[config.mk]
export PLATFORM = sky130hd
export DESIGN_NAME = muxbus_ctrl
export DESIGN_NICKNAME = d
export VERILOG_FILES = /design/src/rtl/muxbus_pkg.sv /design/src/rtl/mbc_decode.sv /design/src/rtl/mbc_wait_cnt.sv /design/src/rtl/mbc_keeper.sv /design/src/rtl/muxbus_ctrl.sv
export SDC_FILE = /design/constraint.sdc
export NUM_CORES = 1
export LEC_CHECK = 0
export CAP_MARGIN = 10
export CORE_ASPECT_RATIO = 0.6
export CORE_MARGIN = 5
export CORE_UTILIZATION = 65
export CTS_BUF_LIST = sky130_fd_sc_hd__clkbuf_4 sky130_fd_sc_hd__clkbuf_8
export DETAILED_ROUTE_END_ITERATION = 8
export DONT_BUFFER_PORTS = 1
export PLACE_DENSITY = 0.78
export SKIP_LAST_GASP = 1
export SLEW_MARGIN = 20
export SYNTH_ARGS = -nofsm -noshare
export SYNTH_HDL_FRONTEND = slang
export SYNTH_SLANG_ARGS = --single-unit
[constraint.sdc]
create_clock -name clk -period 2.4 [get_ports clk]
set_input_delay 0.24 -clock clk [delete_from_list [all_inputs] [get_ports clk]]
set_output_delay 0.24 -clock clk [all_outputs]
set_load 0.01 [all_outputs]
[src/rtl/muxbus_pkg.sv]
package muxbus_pkg;

    typedef enum logic [2:0] {
        ST_IDLE,
        ST_ADDR,
        ST_HOLD,
        ST_STRB,
        ST_REL,
        ST_INTA
    } mbc_state_e;

endpackage

[src/rtl/mbc_decode.sv]
module mbc_decode #(
    parameter int                 ADDR_W  = 16,
    parameter logic [ADDR_W-1:0]  INT_TOP = 16'h025F
) (
    input  logic [ADDR_W-1:0] addr,
    input  logic              xmem_en,
    output logic              go_ext,
    output logic              go_int
);

    logic above_top;

    always_comb begin
        above_top = (addr > INT_TOP);
        go_int    = !above_top;
        go_ext    = above_top && xmem_en;
    end

endmodule

[src/rtl/mbc_wait_cnt.sv]
module mbc_wait_cnt #(
    parameter int WAIT_W = 2
) (
    input  logic              clk,
    input  logic              rst_n,
    input  logic              load,
    input  logic [WAIT_W-1:0] load_val,
    input  logic              step,
    output logic              last
);

    logic [WAIT_W-1:0] remain;

    always_ff @(posedge clk or negedge rst_n) begin
        if (!rst_n) begin
            remain <= '0;
        end else if (load) begin
            remain <= load_val;
        end else if (step && (remain != '0)) begin
            remain <= remain - 1'b1;
        end
    end

    assign last = (remain == '0);

endmodule

[src/rtl/mbc_keeper.sv]
module mbc_keeper #(
    parameter int DATA_W = 8
) (
    input  logic              clk,
    input  logic              rst_n,
    input  logic              keep_en,
    input  logic              drv_oe,
    input  logic [DATA_W-1:0] drv_val,
    output logic              keep_oe,
    output logic [DATA_W-1:0] keep_val
);

    logic [DATA_W-1:0] held;

    always_ff @(posedge clk or negedge rst_n) begin
        if (!rst_n) begin
            held <= '0;
        end else if (drv_oe) begin
            held <= drv_val;
        end
    end

    assign keep_oe  = keep_en && !drv_oe;
    assign keep_val = held;

endmodule

[src/rtl/muxbus_ctrl.sv]
module muxbus_ctrl
    import muxbus_pkg::*;
#(
    parameter int                 ADDR_W  = 16,
    parameter int                 DATA_W  = 8,
    parameter int                 WAIT_W  = 2,
    parameter logic [ADDR_W-1:0]  INT_TOP = 16'h025F
) (
    input  logic                     clk,
    input  logic                     rst_n,
    input  logic                     cfg_xmem_en,
    input  logic                     cfg_keep_en,
    input  logic [WAIT_W-1:0]        cfg_wait,
    input  logic                     req_valid,
    output logic                     req_ready,
    input  logic                     req_write,
    input  logic [ADDR_W-1:0]        req_addr,
    input  logic [DATA_W-1:0]        req_wdata,
    output logic                     rsp_done,
    output logic [DATA_W-1:0]        rsp_rdata,
    output logic                     ext_ale,
    output logic [ADDR_W-DATA_W-1:0] ext_addr_hi,
    output logic [DATA_W-1:0]        ext_ad_out,
    output logic                     ext_ad_oe,
    input  logic [DATA_W-1:0]        ext_ad_in,
    output logic                     ext_keep_oe,
    output logic [DATA_W-1:0]        ext_keep_val,
    output logic                     ext_rd_n,
    output logic                     ext_wr_n
);

    localparam int HI_W = ADDR_W - DATA_W;

    mbc_state_e        state_q, state_d;
    logic [ADDR_W-1:0] addr_q;
    logic [DATA_W-1:0] wdata_q;
    logic              write_q;
    logic [DATA_W-1:0] rdata_q;
    logic              accept;
    logic              go_ext;
    logic              go_int;
    logic              strb_last;
    logic              in_strb;

    mbc_decode #(
        .ADDR_W  (ADDR_W),
        .INT_TOP (INT_TOP)
    ) i_decode (
        .addr    (req_addr),
        .xmem_en (cfg_xmem_en),
        .go_ext  (go_ext),
        .go_int  (go_int)
    );

    mbc_wait_cnt #(
        .WAIT_W   (WAIT_W)
    ) i_wait (
        .clk      (clk),
        .rst_n    (rst_n),
        .load     (accept),
        .load_val (cfg_wait),
        .step     (in_strb),
        .last     (strb_last)
    );

    mbc_keeper #(
        .DATA_W   (DATA_W)
    ) i_keeper (
        .clk      (clk),
        .rst_n    (rst_n),
        .keep_en  (cfg_keep_en),
        .drv_oe   (ext_ad_oe),
        .drv_val  (ext_ad_out),
        .keep_oe  (ext_keep_oe),
        .keep_val (ext_keep_val)
    );

    assign accept  = (state_q == ST_IDLE) && req_valid;
    assign in_strb = (state_q == ST_STRB);

    // next-state logic
    always_comb begin
        state_d = state_q;
        unique case (state_q)
            ST_IDLE: begin
                if (accept && go_ext) begin
                    state_d = ST_ADDR;
                end else if (accept && go_int) begin
                    state_d = ST_INTA;
                end
            end
            ST_ADDR: state_d = ST_HOLD;
            ST_HOLD: state_d = ST_STRB;
            ST_STRB: if (strb_last) state_d = ST_REL;
            ST_REL:  state_d = ST_IDLE;
            ST_INTA: state_d = ST_IDLE;
            default: state_d = ST_IDLE;
        endcase
    end

    // state register and request capture
    always_ff @(posedge clk or negedge rst_n) begin
        if (!rst_n) begin
            state_q <= ST_IDLE;
            addr_q  <= '0;
            wdata_q <= '0;
            write_q <= 1'b0;
            rdata_q <= '0;
        end else begin
            state_q <= state_d;
            if (accept && (go_ext || go_int)) begin
                addr_q  <= req_addr;
                wdata_q <= req_wdata;
                write_q <= req_write;
            end
            if (in_strb && strb_last && !write_q) begin
                rdata_q <= ext_ad_in;
            end
        end
    end

    // outputs per state
    always_comb begin
        req_ready  = 1'b0;
        rsp_done   = 1'b0;
        ext_ale    = 1'b0;
        ext_ad_oe  = 1'b0;
        ext_ad_out = addr_q[DATA_W-1:0];
        ext_rd_n   = 1'b1;
        ext_wr_n   = 1'b1;
        unique case (state_q)
            ST_IDLE: req_ready = 1'b1;
            ST_ADDR: begin
                ext_ale   = 1'b1;
                ext_ad_oe = 1'b1;
            end
            ST_HOLD: ext_ad_oe = 1'b1;
            ST_STRB: begin
                if (write_q) begin
                    ext_wr_n   = 1'b0;
                    ext_ad_oe  = 1'b1;
                    ext_ad_out = wdata_q;
                end else begin
                    ext_rd_n   = 1'b0;
                end
            end
            ST_REL:  rsp_done  = 1'b1;
            ST_INTA: ext_ad_oe = 1'b1;
            default: req_ready = 1'b0;
        endcase
    end

    assign ext_addr_hi = addr_q[ADDR_W-1 -: HI_W];
    assign rsp_rdata   = rdata_q;

endmodule

# Word-level counts from Yosys, hierarchy flattened
# Cells that the tools add are included.
dict set report totals {
  reg_bits 46
  in_bits 40
  out_inout_bits 39
}
dict set report op_classes {
  addsub 1
  order_cmp 1
  n_eq_ne 7
  mux 16
  reduce_logical 19
}
# op count
set ops {}
lappend ops {{greater-than comparator 16 x 10 -> 1 bit, second input constant} 1}
lappend ops {{two-way mux 8 bit} 2}
lappend ops {{case mux 3 bit (4 select lines)} 1}
lappend ops {{logical AND 1 bit} 9}
lappend ops {{two-way mux 3 bit} 3}
lappend ops {{two-way mux 1 bit} 7}
lappend ops {{== test 3 x 2 -> 1 bit, second input constant} 2}
lappend ops {{== test 3 bit, second input constant} 2}
lappend ops {{two-way mux 2 bit} 2}
lappend ops {{nonzero test 2 bit} 2}
lappend ops {{== test 3 x 1 -> 1 bit, second input constant} 1}
lappend ops {{zero test 1 bit} 3}
lappend ops {{zero test 3 bit} 1}
lappend ops {{inequality test 3 x 1 -> 1 bit, second input constant} 1}
lappend ops {{OR reduction 3 bit} 1}
lappend ops {{zero test 2 bit} 1}
lappend ops {{inequality test 2 bit, second input constant} 1}
lappend ops {{case mux 1 bit (2 select lines)} 1}
lappend ops {{AND reduction 2 bit} 1}
lappend ops {{subtractor 2 x 1 -> 2 bit, second input constant} 1}
lappend ops {{logical OR 1 bit} 1}

# Longest topological paths before layout
dict set report depth {
  depth_word 6
  depth_mapped 6
  mapped_depth_nobuf 6
}

# Modules after synthesis
# From an unflattened synthesis, not the netlist that was laid out.
dict set report hier_totals {
  cells_unflattened 150
  hier_area_um2 2272.2
}
# mod n_inst cells_each area_each_um2
set modules_own_cells {}
lappend modules_own_cells {muxbus_ctrl 1 115 1742.9}
lappend modules_own_cells {mbc_keeper 1 18 340.3}
lappend modules_own_cells {mbc_wait_cnt 1 13 132.6}
lappend modules_own_cells {mbc_decode 1 4 56.3}

# Least setup slack after synthesis
# No wires, ideal clock.
dict set report synth_path {
  path_type {input port to flip-flop}
  from {input port req_addr[15]}
  to {register addr_q[0]}
  arrival_ns 1.824
  required_time_ns 2.275
  path_slack_ns 0.451
  stages 5
  path_cell_list {or4_1 a2111oi_4 o21ai_4 buf_6 mux2_4}
}
dict set report synth_via {
  elab_chain_cells 4
  elab_cells_between_ends 5
  classes_between {1 x order compare; 4 x reduce/logical}
}
# element line
set synth_lines {}
lappend synth_lines {{start, declared} muxbus_ctrl.sv:17} ;# input logic [ADDR_W-1:0] req_addr,
lappend synth_lines {{greater-than comparator 16 x 10 -> 1 bit *} mbc_decode.sv:14} ;# above_top = (addr > INT_TOP);
lappend synth_lines {{logical AND 1 bit / zero test 1 bit (equally long branches)} {mbc_decode.sv:16, mbc_decode.sv:15}}
lappend synth_lines {{logical OR 1 bit *} muxbus_ctrl.sv:111} ;# if (accept && (go_ext || go_int)) begin
lappend synth_lines {{logical AND 1 bit *} muxbus_ctrl.sv:111}
lappend synth_lines {{end signal, assigned} muxbus_ctrl.sv:112} ;# addr_q <= req_addr;
lappend synth_lines {{end, declared} muxbus_ctrl.sv:35} ;# logic [ADDR_W-1:0] addr_q;
# Every way passes the cells marked *; elsewhere a longest branch is shown, timed or not.
# A chain may end at the register's enable or synchronous reset.

# Final worst setup path
dict set report layout_path {
  from {register state_q[0]}
  to {output port ext_keep_oe}
}
dict set report layout_via {
  elab_chain_cells 5
  elab_cells_between_ends 8
  classes_between {4 x eq/ne; 1 x mux; 3 x reduce/logical}
}
# element line
set layout_lines {}
lappend layout_lines {{start, declared} muxbus_ctrl.sv:34} ;# mbc_state_e state_q, state_d;
lappend layout_lines {{start signal, assigned} muxbus_ctrl.sv:110} ;# state_q <= state_d;
lappend layout_lines {{== test 3 bit, or another cell as far along} muxbus_ctrl.sv:131} ;# unique case (state_q)
lappend layout_lines {{OR reduction 3 bit (no source line)} --}
lappend layout_lines {{case mux 1 bit (2 select lines) *} muxbus_ctrl.sv:131}
lappend layout_lines {{zero test 1 bit *} mbc_keeper.sv:23} ;# assign keep_oe = keep_en && !drv_oe;
lappend layout_lines {{logical AND 1 bit *} mbc_keeper.sv:23}
lappend layout_lines {{end, declared} muxbus_ctrl.sv:26} ;# output logic ext_keep_oe,
# Marked as above.

==> run_results.csv <==
group,metric,value,unit
layout,final_cell_mix,"dfrtp_1 (46), mux2_2 (29), mux2_4 (20)",
detailed_routing,antenna_left,0,
place,io_buffers,0,
clocking,clock-sinks,46,
timing,period_share,90.8,%
yosys,synth.area.top_cells,"dfrtp_1 (53%), mux2_2 (15%), mux2_4 (14%), buf_4 (2.8%), buf_6 (1.6%)",
job,drv_cap,0,
power_and_ir_drop,p_comb_share,37.6,%
timing,fin_crit,2.18,ns
grt,grt_max_degree,47,
clocking,clk_pin_slew,0.08,ns
detailed_routing,dr_total_vias,1124,
place,dp_hpwl,3.03,mm
detailed_routing,post_drt_wl_per_cell,21.1,microns
timing,final-hold-violation-count,0,
clocking,clock_path_buffers,2,
place,placedInstanceArea,2130,sq um
timing,tightest_slew,1.03,ns
clocking,cts_made_buffers,5,
floorplan,fp.dieW,84.4,microns
layout,final_core_util,70.1,%
power_and_ir_drop,p_leak,1.04,nW
yosys,ys_ff_latch,46,
yosys,synth_largest_area_cell,"dfrtp_1",
layout,seq_area,1150,sq um
layout,final_common_cell,"dfrtp_1",
detailed_routing,drc,0,
yosys,syn_avg_cell_area,14.7,sq um
floorplan,start_util,67.0,%
layout,drive_gt1_share,44.5,%
worst_setup_path,crit_path_start_kind,"flip-flop",
grt,antenna_found_initial,0,
power_and_ir_drop,irDropWorstVdd,727,uV
timing,clock_skew,0.00694,ns
power_and_ir_drop,power-per-cell-area,1430,nW/um^2
layout,fillers,219,
power_and_ir_drop,seqPwrFrac,48.0,%
layout,nets,186,
floorplan,rows,16,
clocking,cts_max_level,2,
yosys,synth_top_cell_area_share,53.3,%
timing,rsz0062_at_grt,"no",
timing,slew_violations,0,
detailed_routing,wl,4.02,mm
grt,grt_pass1_vias,1238,
clocking,post_cts_buffers,0,
detailed_routing,drt_iter0_drc,46,
layout,syn_to_final_growth,4.52,%
timing,worst_slack,0.222,ns
place,gp_congestion,0.743,
grt,grt-ovfl-total,0,
worst_setup_path,worstPathRequired,2.16,ns
timing,fmax,459,MHz
worst_setup_path,critical_path_arrival,1.94,ns
hold_path,hp-class,"in -> reg",
layout,multi_input_area,893,sq um
place,pre_cts_slack,0.252,ns
layout,post-route-cell-area,2260,sq um
floorplan,io_pins,79,
grt,grt_use_total,19.0,%
grt,grt_pass1_wl,6.44,mm
yosys,synth_cell_type_count,30,
yosys,ys_warn_count,0,
worst_setup_path,crit_path_max_fanout,12,
floorplan,chipHeight,54.7,microns
yosys,ys_seq_area_share,53.3,%
power_and_ir_drop,p_sw_share,35.6,%
clocking,clk_latency,0.29,ns
timing,final.setup.tns,0,ns
yosys,synth_fp_nets,188,
power_and_ir_drop,p_switching,0.00115,W
power_and_ir_drop,internal_power,0.00208,W
worst_setup_path,crit_type,"reg -> out",
power_and_ir_drop,p_total,0.00322,W
yosys,synthCells,147,
clocking,cts-root-buf,"clkbuf_8",
power_and_ir_drop,p_clk_share,14.5,%
timing,slew_headroom,31.0,%
worst_setup_path,cp-end-kind,"primary output",
layout,num_antenna_cells,0,
clocking,cts_tree,"yes",
detailed_routing,drt-pass1-iter-count,4,
detailed_routing,viasPerCell,5.88,
yosys,syn-cell-area,2160,sq um
floorplan,dieArea,4620,sq um
status,status,"complete, no violations",
floorplan,design.core.area,3220,sq um
timing,setup_viol,0,
==> cell type report <==
class | instances | share of cell area [%]
Tap cell | 45 | 2.49
Sequential cell | 46 | 51.0
Multi-Input combinational cell | 84 | 39.6
Timing Repair Buffer | 4 | 2.33
Clock buffer | 6 | 3.38
Inverter | 4 | 0.665
Clock inverter | 2 | 0.609
==> worst paths after layout <==
kind,startpoint,to,slack (ns),cells past startpoint
max,state_q[0]$_DFFE_PN0P_,ext_keep_oe,0.22,4
max reg2reg,state_q[2]$_DFFE_PN0P_,i_keeper.keep_val[7]$_DFFE_PN0P_,0.44,4
min in group asynchronous,rst_n,addr_q[14]$_DFFE_PN0P_,0.43,2
min,cfg_wait[0],i_wait.remain[0]$_DFFE_PN0P_,0.07,2
min reg2reg,wdata_q[3]$_DFFE_PN0P_,wdata_q[3]$_DFFE_PN0P_,0.50,1
max in group asynchronous,rst_n,rsp_rdata[5]$_DFFE_PN0P_,1.75,2
==> worst max-delay path, cell delays in order (launching register included) <==
cell,delay (ns)
dfrtp_1,0.59
nor2b_1,0.19
o21ai_0,0.08
o21ai_1,0.50
and2_1,0.29
==> stage by stage <==
step | hold WS [ns] | std cells
global route | 0.0593 | 191
floorplan | -0.0556 | 147
finish | 0.0713 | 191
global placement | -0.0547 | 181
CTS | 0.0613 | 191
detailed placement | -0.0548 | 181
==> logic make-up (layout without fill, tap and decap cells) <==
logic type | after synthesis | after routing | share of synthesized area, %
mux | 49 | 49 | 29.0
flops | 46 | 46 | 53.3
simple gates | 21 | 21 | 6.60
buf+inv | 17 | 16 | 5.38
compound gates | 12 | 12 | 4.75
fa+ha+maj | 1 | 1 | 0.579
xor+xnor | 1 | 1 | 0.405
==> state kept, by name, indices dropped and copies added (netlist names) <==
name               cells
write_q                1
rsp_rdata              8
addr_q                16
wdata_q                8
i_keeper.keep_val      8
state_q                3
i_wait.remain          2
==> synthesized netlist by cell type (all sizes together) <==
| master | n |
|---|---|
| buf | 11 |
| o21ai | 7 |
| or4 | 1 |
| nand2 | 5 |
| nand2b | 1 |
| and3b | 1 |
| nor3b | 2 |
| inv | 4 |
| o21bai | 1 |
| nor2b | 1 |
| a21oi | 1 |
| nor4bb | 1 |
| a31oi | 1 |
| nor4b | 1 |
| xnor2 | 1 |
| nor2 | 2 |
| clkbuf | 2 |
| a211o | 1 |
| and2 | 1 |
| dfrtp | 46 |
| nand3b | 1 |
| nor3 | 4 |
| ha | 1 |
| a2111oi | 1 |
| mux2 | 49 |
==> power by group through the flow <==
stage | logic, W | registers [W] | clock network [W]
global placement | 0.00115 | 0.00154 | 0
global route | 0.00133 | 0.00161 | 0.000523
floorplan | 0.00120 | 0.00141 | 0
detailed placement | 0.00121 | 0.00156 | 0
finish | 0.00121 | 0.00155 | 0.000467
CTS | 0.00123 | 0.00155 | 0.000482
==> per-layer routing <==
metal	vias to the layer above	routed length [microns]	track usage, %
li1	507	-	-
met1	565	1740	24.8
met2	47	1880	29.3
met3	5	371	7.67
met4	0	30	7.11
met5	-	0	0
==> repair_timing <==
| action | in CTS | in global routing |
|---|---|---|
| gates resized for setup | 0 | 0 |
| endpoints found under the hold margin | 46 | 0 |
| hold buffers | 2 | 0 |
(Power assumes the default switching activity.)
